==> src/rtl/xbus_pkg.sv <==
package xbus_pkg;

  typedef enum logic [2:0] {
    PH_IDLE = 3'd0,
    PH_TURN = 3'd1,
    PH_ALE  = 3'd2,
    PH_HOLD = 3'd3,
    PH_STRB = 3'd4
  } xbus_phase_e;

  // Number of clocks a timed phase lasts.
  function automatic int unsigned phase_cycles(xbus_phase_e ph, int unsigned ale_c,
                                               int unsigned hold_c, int unsigned stb_c);
    case (ph)
      PH_ALE:  return ale_c;
      PH_HOLD: return hold_c;
      PH_STRB: return stb_c;
      default: return 1;
    endcase
  endfunction

  // Phases during which the selected device sees an active chip select.
  function automatic logic bus_phase(xbus_phase_e ph);
    return (ph == PH_ALE) || (ph == PH_HOLD) || (ph == PH_STRB);
  endfunction

  // The turnaround window has elapsed when at most one quiet cycle remains.
  function automatic logic turn_done(int unsigned gap);
    return gap <= 1;
  endfunction

endpackage

==> src/rtl/xbus_decode.sv <==
module xbus_decode #(
  parameter int SEL_W   = 2,
  parameter int NUM_DEV = 3
) (
  input  logic [SEL_W-1:0]   sel,
  output logic [NUM_DEV-1:0] hit,
  output logic               unmapped
);

  for (genvar i = 0; i < NUM_DEV; i++) begin : g_dev
    assign hit[i] = (sel == SEL_W'(i));
  end

  assign unmapped = ~|hit;

endmodule

==> src/rtl/xbus_seq.sv <==
module xbus_seq
  import xbus_pkg::*;
#(
  parameter int ALE_CYC  = 2,
  parameter int HOLD_CYC = 1,
  parameter int STB_CYC  = 3,
  parameter int TURN_CYC = 2
) (
  input  logic        clk,
  input  logic        rst_n,
  input  logic        start,
  input  logic        unmapped,
  input  logic        wr_q,
  output xbus_phase_e phase,
  output logic        accept,
  output logic        strobe_end,
  output logic        ready
);

  localparam int MAX_A   = (ALE_CYC > HOLD_CYC) ? ALE_CYC : HOLD_CYC;
  localparam int MAX_LEN = (MAX_A > STB_CYC) ? MAX_A : STB_CYC;
  localparam int CNT_W   = $clog2(MAX_LEN + 1);
  localparam int GAP_W   = $clog2(TURN_CYC + 1);

  xbus_phase_e      ph_q, ph_d;
  logic [CNT_W-1:0] cnt_q, cnt_d;
  logic [GAP_W-1:0] gap_q;
  logic             done_q;
  logic             gap_clear;
  logic             launch;

  function automatic logic [CNT_W-1:0] load_len(xbus_phase_e ph);
    return CNT_W'(phase_cycles(ph, ALE_CYC, HOLD_CYC, STB_CYC) - 1);
  endfunction

  assign gap_clear = turn_done(int'(gap_q));
  assign accept    = start && (ph_q == PH_IDLE);

  always_comb begin
    ph_d       = ph_q;
    cnt_d      = cnt_q;
    strobe_end = 1'b0;
    launch     = 1'b0;
    case (ph_q)
      PH_IDLE: begin
        if (accept && !unmapped) begin
          if (gap_clear) launch = 1'b1;
          else           ph_d   = PH_TURN;
        end
      end
      PH_TURN: begin
        if (gap_clear) launch = 1'b1;
      end
      PH_ALE: begin
        if (cnt_q == '0) begin
          ph_d  = PH_HOLD;
          cnt_d = load_len(PH_HOLD);
        end else begin
          cnt_d = cnt_q - CNT_W'(1);
        end
      end
      PH_HOLD: begin
        if (cnt_q == '0) begin
          ph_d  = PH_STRB;
          cnt_d = load_len(PH_STRB);
        end else begin
          cnt_d = cnt_q - CNT_W'(1);
        end
      end
      PH_STRB: begin
        if (cnt_q == '0) begin
          ph_d       = PH_IDLE;
          strobe_end = 1'b1;
        end else begin
          cnt_d = cnt_q - CNT_W'(1);
        end
      end
      default: ph_d = PH_IDLE;
    endcase
    if (launch) begin
      ph_d  = PH_ALE;
      cnt_d = load_len(PH_ALE);
    end
  end

  always_ff @(posedge clk) begin
    if (!rst_n) begin
      ph_q   <= PH_IDLE;
      cnt_q  <= '0;
      gap_q  <= '0;
      done_q <= 1'b0;
    end else begin
      ph_q   <= ph_d;
      cnt_q  <= cnt_d;
      done_q <= strobe_end | (accept & unmapped);
      if (strobe_end && !wr_q)  gap_q <= GAP_W'(TURN_CYC);
      else if (gap_q != '0)     gap_q <= gap_q - GAP_W'(1);
    end
  end

  assign phase = ph_q;
  assign ready = done_q;

  // Checker: counts consecutive latch-phase cycles.
  logic [CNT_W:0] ale_run;
  always_ff @(posedge clk) begin
    if (!rst_n)               ale_run <= '0;
    else if (ph_q == PH_ALE)  ale_run <= ale_run + 1'b1;
    else                      ale_run <= '0;
  end

  a_r2_ale_len: assert property (@(posedge clk) disable iff (!rst_n)
    (ph_q == PH_ALE && ph_d != PH_ALE) |-> (int'(ale_run) == ALE_CYC - 1));

  a_r7_ready_after_strobe: assert property (@(posedge clk) disable iff (!rst_n)
    strobe_end |=> (ready && phase == PH_IDLE));

  a_r8_unmapped_skip: assert property (@(posedge clk) disable iff (!rst_n)
    (accept && unmapped) |=> (ready && phase == PH_IDLE));

  a_r10_busy_ignored: assert property (@(posedge clk) disable iff (!rst_n)
    (start && ph_q == PH_HOLD) |=> (ph_q == PH_HOLD || ph_q == PH_STRB));

endmodule

==> src/rtl/xbus_path.sv <==
module xbus_path
  import xbus_pkg::*;
#(
  parameter int DATA_W   = 8,
  parameter int DEV_BITS = 15,
  parameter int NUM_DEV  = 3,
  parameter int TURN_CYC = 2
) (
  input  logic                       clk,
  input  logic                       rst_n,
  input  xbus_phase_e                phase,
  input  logic                       accept,
  input  logic                       strobe_end,
  input  logic                       unmapped,
  input  logic [NUM_DEV-1:0]         hit,
  input  logic [DEV_BITS-1:0]        req_addr,
  input  logic [DATA_W-1:0]          req_wdata,
  input  logic                       req_write,
  input  logic [DATA_W-1:0]          ad_in,
  output logic                       wr_q,
  output logic [DATA_W-1:0]          ad_out,
  output logic                       ad_oe,
  output logic [DEV_BITS-DATA_W-1:0] addr_hi,
  output logic                       ale,
  output logic [NUM_DEV-1:0]         cs_n,
  output logic                       rd_n,
  output logic                       wr_n,
  output logic [DATA_W-1:0]          rsp_rdata
);

  localparam int Q_W = $clog2(TURN_CYC + 2);

  logic [DEV_BITS-1:0] addr_q;
  logic [DATA_W-1:0]   wdata_q;
  logic [NUM_DEV-1:0]  hit_q;
  logic                addr_ph;
  logic                strobe_ph;
  logic                bus_on;

  always_ff @(posedge clk) begin
    if (!rst_n) begin
      addr_q  <= '0;
      wdata_q <= '0;
      wr_q    <= 1'b0;
      hit_q   <= '0;
    end else if (accept) begin
      addr_q  <= req_addr;
      wdata_q <= req_wdata;
      wr_q    <= req_write;
      hit_q   <= hit;
    end
  end

  always_ff @(posedge clk) begin
    if (!rst_n)                               rsp_rdata <= '0;
    else if (strobe_end && !wr_q)             rsp_rdata <= ad_in;
    else if (accept && unmapped && !req_write) rsp_rdata <= '1;
  end

  assign addr_ph   = (phase == PH_ALE) || (phase == PH_HOLD);
  assign strobe_ph = (phase == PH_STRB);
  assign bus_on    = bus_phase(phase);

  assign ale     = (phase == PH_ALE);
  assign ad_oe   = addr_ph | (strobe_ph & wr_q);
  assign ad_out  = addr_ph ? addr_q[DATA_W-1:0] : wdata_q;
  assign rd_n    = ~(strobe_ph & ~wr_q);
  assign wr_n    = ~(strobe_ph & wr_q);
  assign cs_n    = ~(hit_q & {NUM_DEV{bus_on}});
  assign addr_hi = addr_q[DEV_BITS-1:DATA_W];

  // Checker: quiet cycles since the read strobe was last low (saturating).
  logic [Q_W-1:0] since_rd;
  always_ff @(posedge clk) begin
    if (!rst_n)                          since_rd <= Q_W'(TURN_CYC);
    else if (!rd_n)                      since_rd <= '0;
    else if (int'(since_rd) < TURN_CYC)  since_rd <= since_rd + 1'b1;
  end

  a_r9_turnaround: assert property (@(posedge clk) disable iff (!rst_n)
    ad_oe |-> (int'(since_rd) >= TURN_CYC));

  a_r4_cs_onehot: assert property (@(posedge clk) disable iff (!rst_n)
    $onehot0(~cs_n));

  a_r5_write_drives: assert property (@(posedge clk) disable iff (!rst_n)
    !wr_n |-> (ad_oe && rd_n));

  a_r6_read_releases: assert property (@(posedge clk) disable iff (!rst_n)
    !rd_n |-> (!ad_oe && wr_n));

  a_r3_hi_stable: assert property (@(posedge clk) disable iff (!rst_n)
    ((~&cs_n) && $past(~&cs_n)) |-> $stable(addr_hi));

endmodule

==> src/rtl/xbus_ctrl.sv <==
module xbus_ctrl
  import xbus_pkg::*;
#(
  parameter int ADDR_W   = 17,
  parameter int DATA_W   = 8,
  parameter int DEV_BITS = 15,
  parameter int NUM_DEV  = 3,
  parameter int ALE_CYC  = 2,
  parameter int HOLD_CYC = 1,
  parameter int STB_CYC  = 3,
  parameter int TURN_CYC = 2
) (
  input  logic                       clk,
  input  logic                       rst_n,
  input  logic                       req_valid,
  input  logic                       req_write,
  input  logic [ADDR_W-1:0]          req_addr,
  input  logic [DATA_W-1:0]          req_wdata,
  output logic                       req_ready,
  output logic [DATA_W-1:0]          rsp_rdata,
  output logic [DATA_W-1:0]          ad_out,
  output logic                       ad_oe,
  input  logic [DATA_W-1:0]          ad_in,
  output logic [DEV_BITS-DATA_W-1:0] addr_hi,
  output logic                       ale,
  output logic [NUM_DEV-1:0]         cs_n,
  output logic                       rd_n,
  output logic                       wr_n
);

  localparam int SEL_W = ADDR_W - DEV_BITS;

  xbus_phase_e        phase;
  logic               accept;
  logic               strobe_end;
  logic               unmapped;
  logic               wr_q;
  logic [NUM_DEV-1:0] hit;

  xbus_decode #(
    .SEL_W   (SEL_W),
    .NUM_DEV (NUM_DEV)
  ) u_decode (
    .sel      (req_addr[ADDR_W-1:DEV_BITS]),
    .hit      (hit),
    .unmapped (unmapped)
  );

  xbus_seq #(
    .ALE_CYC  (ALE_CYC),
    .HOLD_CYC (HOLD_CYC),
    .STB_CYC  (STB_CYC),
    .TURN_CYC (TURN_CYC)
  ) u_seq (
    .clk        (clk),
    .rst_n      (rst_n),
    .start      (req_valid),
    .unmapped   (unmapped),
    .wr_q       (wr_q),
    .phase      (phase),
    .accept     (accept),
    .strobe_end (strobe_end),
    .ready      (req_ready)
  );

  xbus_path #(
    .DATA_W   (DATA_W),
    .DEV_BITS (DEV_BITS),
    .NUM_DEV  (NUM_DEV),
    .TURN_CYC (TURN_CYC)
  ) u_path (
    .clk        (clk),
    .rst_n      (rst_n),
    .phase      (phase),
    .accept     (accept),
    .strobe_end (strobe_end),
    .unmapped   (unmapped),
    .hit        (hit),
    .req_addr   (req_addr[DEV_BITS-1:0]),
    .req_wdata  (req_wdata),
    .req_write  (req_write),
    .ad_in      (ad_in),
    .wr_q       (wr_q),
    .ad_out     (ad_out),
    .ad_oe      (ad_oe),
    .addr_hi    (addr_hi),
    .ale        (ale),
    .cs_n       (cs_n),
    .rd_n       (rd_n),
    .wr_n       (wr_n),
    .rsp_rdata  (rsp_rdata)
  );

  a_r1_idle_pins: assert property (@(posedge clk) disable iff (!rst_n)
    (phase == PH_IDLE) |-> (&cs_n && rd_n && wr_n && !ale && !ad_oe));

endmodule

==> config.mk <==
export PLATFORM = sky130hd
export DESIGN_NAME = xbus_ctrl
export DESIGN_NICKNAME = d
export VERILOG_FILES = /design/src/rtl/xbus_pkg.sv /design/src/rtl/xbus_decode.sv /design/src/rtl/xbus_seq.sv /design/src/rtl/xbus_path.sv /design/src/rtl/xbus_ctrl.sv
export SDC_FILE = /design/constraint.sdc
export NUM_CORES = 1
export LEC_CHECK = 0
export BUFFER_PORTS_ARGS = -buffer_cell sky130_fd_sc_hd__buf_4
export CAP_MARGIN = 20
export CORE_UTILIZATION = 55
export CTS_BUF_LIST = sky130_fd_sc_hd__clkbuf_8
export CTS_CLUSTER_DIAMETER = 100
export DETAILED_ROUTE_END_ITERATION = 16
export PLACE_DENSITY_LB_ADDON = 0.12
export SLEW_MARGIN = 20
export SYNTH_ARGS = -nofsm -noshare
export SYNTH_HDL_FRONTEND = slang
export SYNTH_HIERARCHICAL = 1
export SYNTH_SLANG_ARGS = --single-unit
==> constraint.sdc <==
create_clock -name clk -period 3.6 [get_ports clk]
set_input_delay 0.54 -clock clk [delete_from_list [all_inputs] [get_ports clk]]
set_output_delay 0.54 -clock clk [all_outputs]
set_load 0.02 [all_outputs]
==> out/metrics.yaml <==
synthesis:
  avgSynthCellArea_sq_um: 10.60
  synth_seq_cells: 43
  synth.distinct_cells: 42
  synth_area_leaders: "dfxtp_1 41%, mux2i_1 13%, nor2b_1 9.7%"
  synth_top_area_share_pct: 40.59
  syn_area_sq_mm: 0.002121
  syn-instance-count: 200
  ys.warnings.count: 6
  yosysTopAreaCell: "dfxtp_1"
  syn_nets: 240
  synth-seq-area-share_pct: 40.59
cts:
  post-cts-setup-buffers: 0
  clkLatencyLatePin_ns: 0.29
  hold_buffers: 0
  cts_tree: "yes"
  htree_levels: 2
  cts_sinks: 43
  clk_pin_slew_ns: 0.08
  numCtsBuffers: 5
  post_cts_resized: 0
  cts_max_path_buffers: 2
  cts_root_buf: "clkbuf_8"
global_route:
  grt_max_degree: 40
  gr-usage-all-layers_pct: 21.21
  grt_pass1_vias: 1569
  overflow: 0
  antenna_found_initial: 0
  grt_pass1_wl_microns: 6755
routing:
  drc_errors: 0
  first_pass_iters: 5
  ant_nets: 0
  avgViaCountPerCell: 5.364
  drt_wl_total_microns: 4133
  vias: 1636
  wl_per_cell_microns: 13.55
  drt-initial-drc-count: 56
worst_setup_path:
  cp_slowest_cell: "dfxtp_1"
  crit_start: "u_seq/phase[1]"
  ff2ff_setup_slack_ns: 1.39
  r2r_cells: 6
  crit_end: "ad_out[4]"
  r2r-start: "u_seq/cnt_q[1]"
  required_ns: 3.06
  cp.arrival_ns: 1.90
  critPathKind: "register to output port"
  path_cells: "nor2b_1 > buf_4 > mux2_2 > buf_4"
  crit_path_frequent_cell: "buf_4"
  crit_path_max_incr_delay_ns: 0.68
  reg2reg_to: "u_path/rsp_rdata[6]"
  end_kind: "output port"
  cp-start-kind: "register"
  timing.critical_path.fanout_max: 18
timing:
  skew_ns: 0.006953
  hold_ws_ns: 0.4235
  clock.fmax_ghz: 0.4093
  drv_slew: 0
  finalHoldViolCount: 0
  tightest_slew_ns: 0.6868
  post-route-min-period_ns: 2.443
  setup_tns_ns: 0
  relSlewSlack_pct: 53.86
  fin_crit_sh_pct: 67.87
  setup_violations: 0
  grt_setup_unrepaired: "no"
final_layout:
  fin_nets: 296
  diodes: 0
  drive_above_1_share_pct: 38.91
  n_fill_cell: 309
  syn_to_final_growth_pct: 26.67
  final_area_sq_mm: 0.002686
  final_cells: 305
placed_design:
  gp_congestion: 0.8480
  placed_area_sq_mm: 0.002554
  dp_cells: 297
  numPortBuffers: 67
  dp_hpwl_microns: 2803
power_and_ir_drop:
  p_per_area_mw_per_mm2: 457.1
  leakage_nw: 1.175
  peakVddDrop_mv: 0.4119
status:
  status: "finished clean"
floorplanning:
  io_pins: 68
  start_util_pct: 57.50
  core_area_sq_mm: 0.003689
  die_x_microns: 64.10
  row_count: 22
  die_area_sq_mm: 0.004108
  die_height_microns: 64.10
flow_run:
  max_cap_violations: 0
min_path:
  hp-class: "register to register"
==> layer usage <==
layer	share of wire (%)	wire (microns)	up-vias	global-route usage, %
met2	47	1922	48	34.44
li1	-	-	809	-
met4	1.0	43	0	9.444
met5	0	0	-	0
met1	47	1935	774	26.97
met3	5.6	232	5	4.464
==> state kept, by name, summed over array words and instances, names as in the netlist <==
register,count
u_seq/ready,1
u_seq/cnt_q,2
u_path/addr_q,15
u_seq/gap_q,2
u_path/wdata_q,8
u_path/wr_q,1
u_path/hit_q,3
u_seq/phase,3
u_path/rsp_rdata,8
==> layout make-up <==
type	count	area (sq um)	share of cell area [%]
clock buffers	5	68.82	2.562
well taps	48	60.06	2.236
multi-input cells	132	1096	40.80
inverters	5	18.77	0.6986
repair buffers	69	518.0	19.28
clock inverters	3	63.81	2.375
flip-flops and latches	43	860.8	32.04
==> cell usage in the layout, fill, tap and decap left out, drive strengths merged <==
cell     synthesis  routed
mux2             8       8
nand2b           2       2
and2             3       3
nand3            2       2
o31a             1       1
nor2b           33      33
o211ai           1       1
or3b             9       9
o21ai            4       4
inv              5       6
a221o            1       1
a21o             1       1
nor2             2       2
and3             1       1
nor3             4       4
nor4             2       2
nand3b           2       2
dfxtp           43      43
and3b            1       1
o21a             2       2
bufinv           0       2
and2b            1       1
nand2            3       3
ha               3       3
nand4b           1       1
buf             15      69
a311oi           1       1
xnor2            2       2
o311a            8       8
o2111a           1       1
nor3b            1       1
mux2i           28      28
a21oi            2       2
a2111oi          2       2
clkbuf           5       5
==> critical path: cells and delay by family (launching register included) <==
kind / cells / cell delay (ns)
buffers and inverters: 2 / 0.37
flip-flops: 1 / 0.68
multiplexers: 1 / 0.36
AND/OR/NAND/NOR: 1 / 0.20
==> worst min-delay path by stage <==
stage / slack [ns] / endpoint / cells after the start / start
floorplan: 0.39 / u_seq/gap_q[0] / 1 / u_seq/gap_q[0]
CTS: 0.43 / u_seq/gap_q[0] / 1 / u_seq/gap_q[0]
detailed placement: 0.42 / u_seq/gap_q[0] / 1 / u_seq/gap_q[0]
global placement: 0.40 / u_seq/gap_q[0] / 1 / u_seq/gap_q[0]
finish: 0.42 / u_seq/gap_q[0] / 1 / u_seq/gap_q[0]
global route: 0.47 / u_seq/gap_q[0] / 1 / u_seq/gap_q[0]
==> power breakdown <==
group / total (mW) / switching, mW / internal [mW]
clock network: 0.435 / 0.161 / 0.274
registers: 0.539 / 0.0304 / 0.509
logic: 0.253 / 0.119 / 0.135
==> metrics by stage <==
stage / power [mW] / util (%) / setup WS (ns)
after floorplan: 0.7288 / - / 1.731
after global placement: 0.8011 / 69.23 / 1.470
after detailed placement: 0.8046 / 69.23 / 1.404
after CTS: 1.236 / 72.83 / 1.150
after global routing: 1.276 / 72.83 / 1.026
final: 1.228 / 72.83 / 1.157
==> synthesized netlist by cell type, drive strengths merged <==
cell / instances
a21o: 1
o21a: 2
nor3: 4
buf: 15
nand4b: 1
xnor2: 2
mux2i: 28
a221o: 1
and3b: 1
nor2b: 33
and2b: 1
nor2: 2
nand3b: 2
inv: 5
mux2: 8
and3: 1
o2111a: 1
dfxtp: 43
ha: 3
o211ai: 1
o21ai: 4
a2111oi: 2
nand2b: 2
clkbuf: 5
or3b: 9
nor4: 2
a21oi: 2
nand2: 3
nor3b: 1
a311oi: 1
o311a: 8
nand3: 2
and2: 3
o31a: 1
==> cells by family after synthesis <==
group	count (synthesis)	share of synthesized area, %
buffers and inverters	25	7.728
DFF	43	40.59
and+or+nand+nor	67	21.42
AOI/OAI and AO/OA	24	10.21
adders and majority gates	3	1.770
xor gates and xnor gates	2	0.8261
muxes	36	17.46
Power figures use the tool's default switching activity.
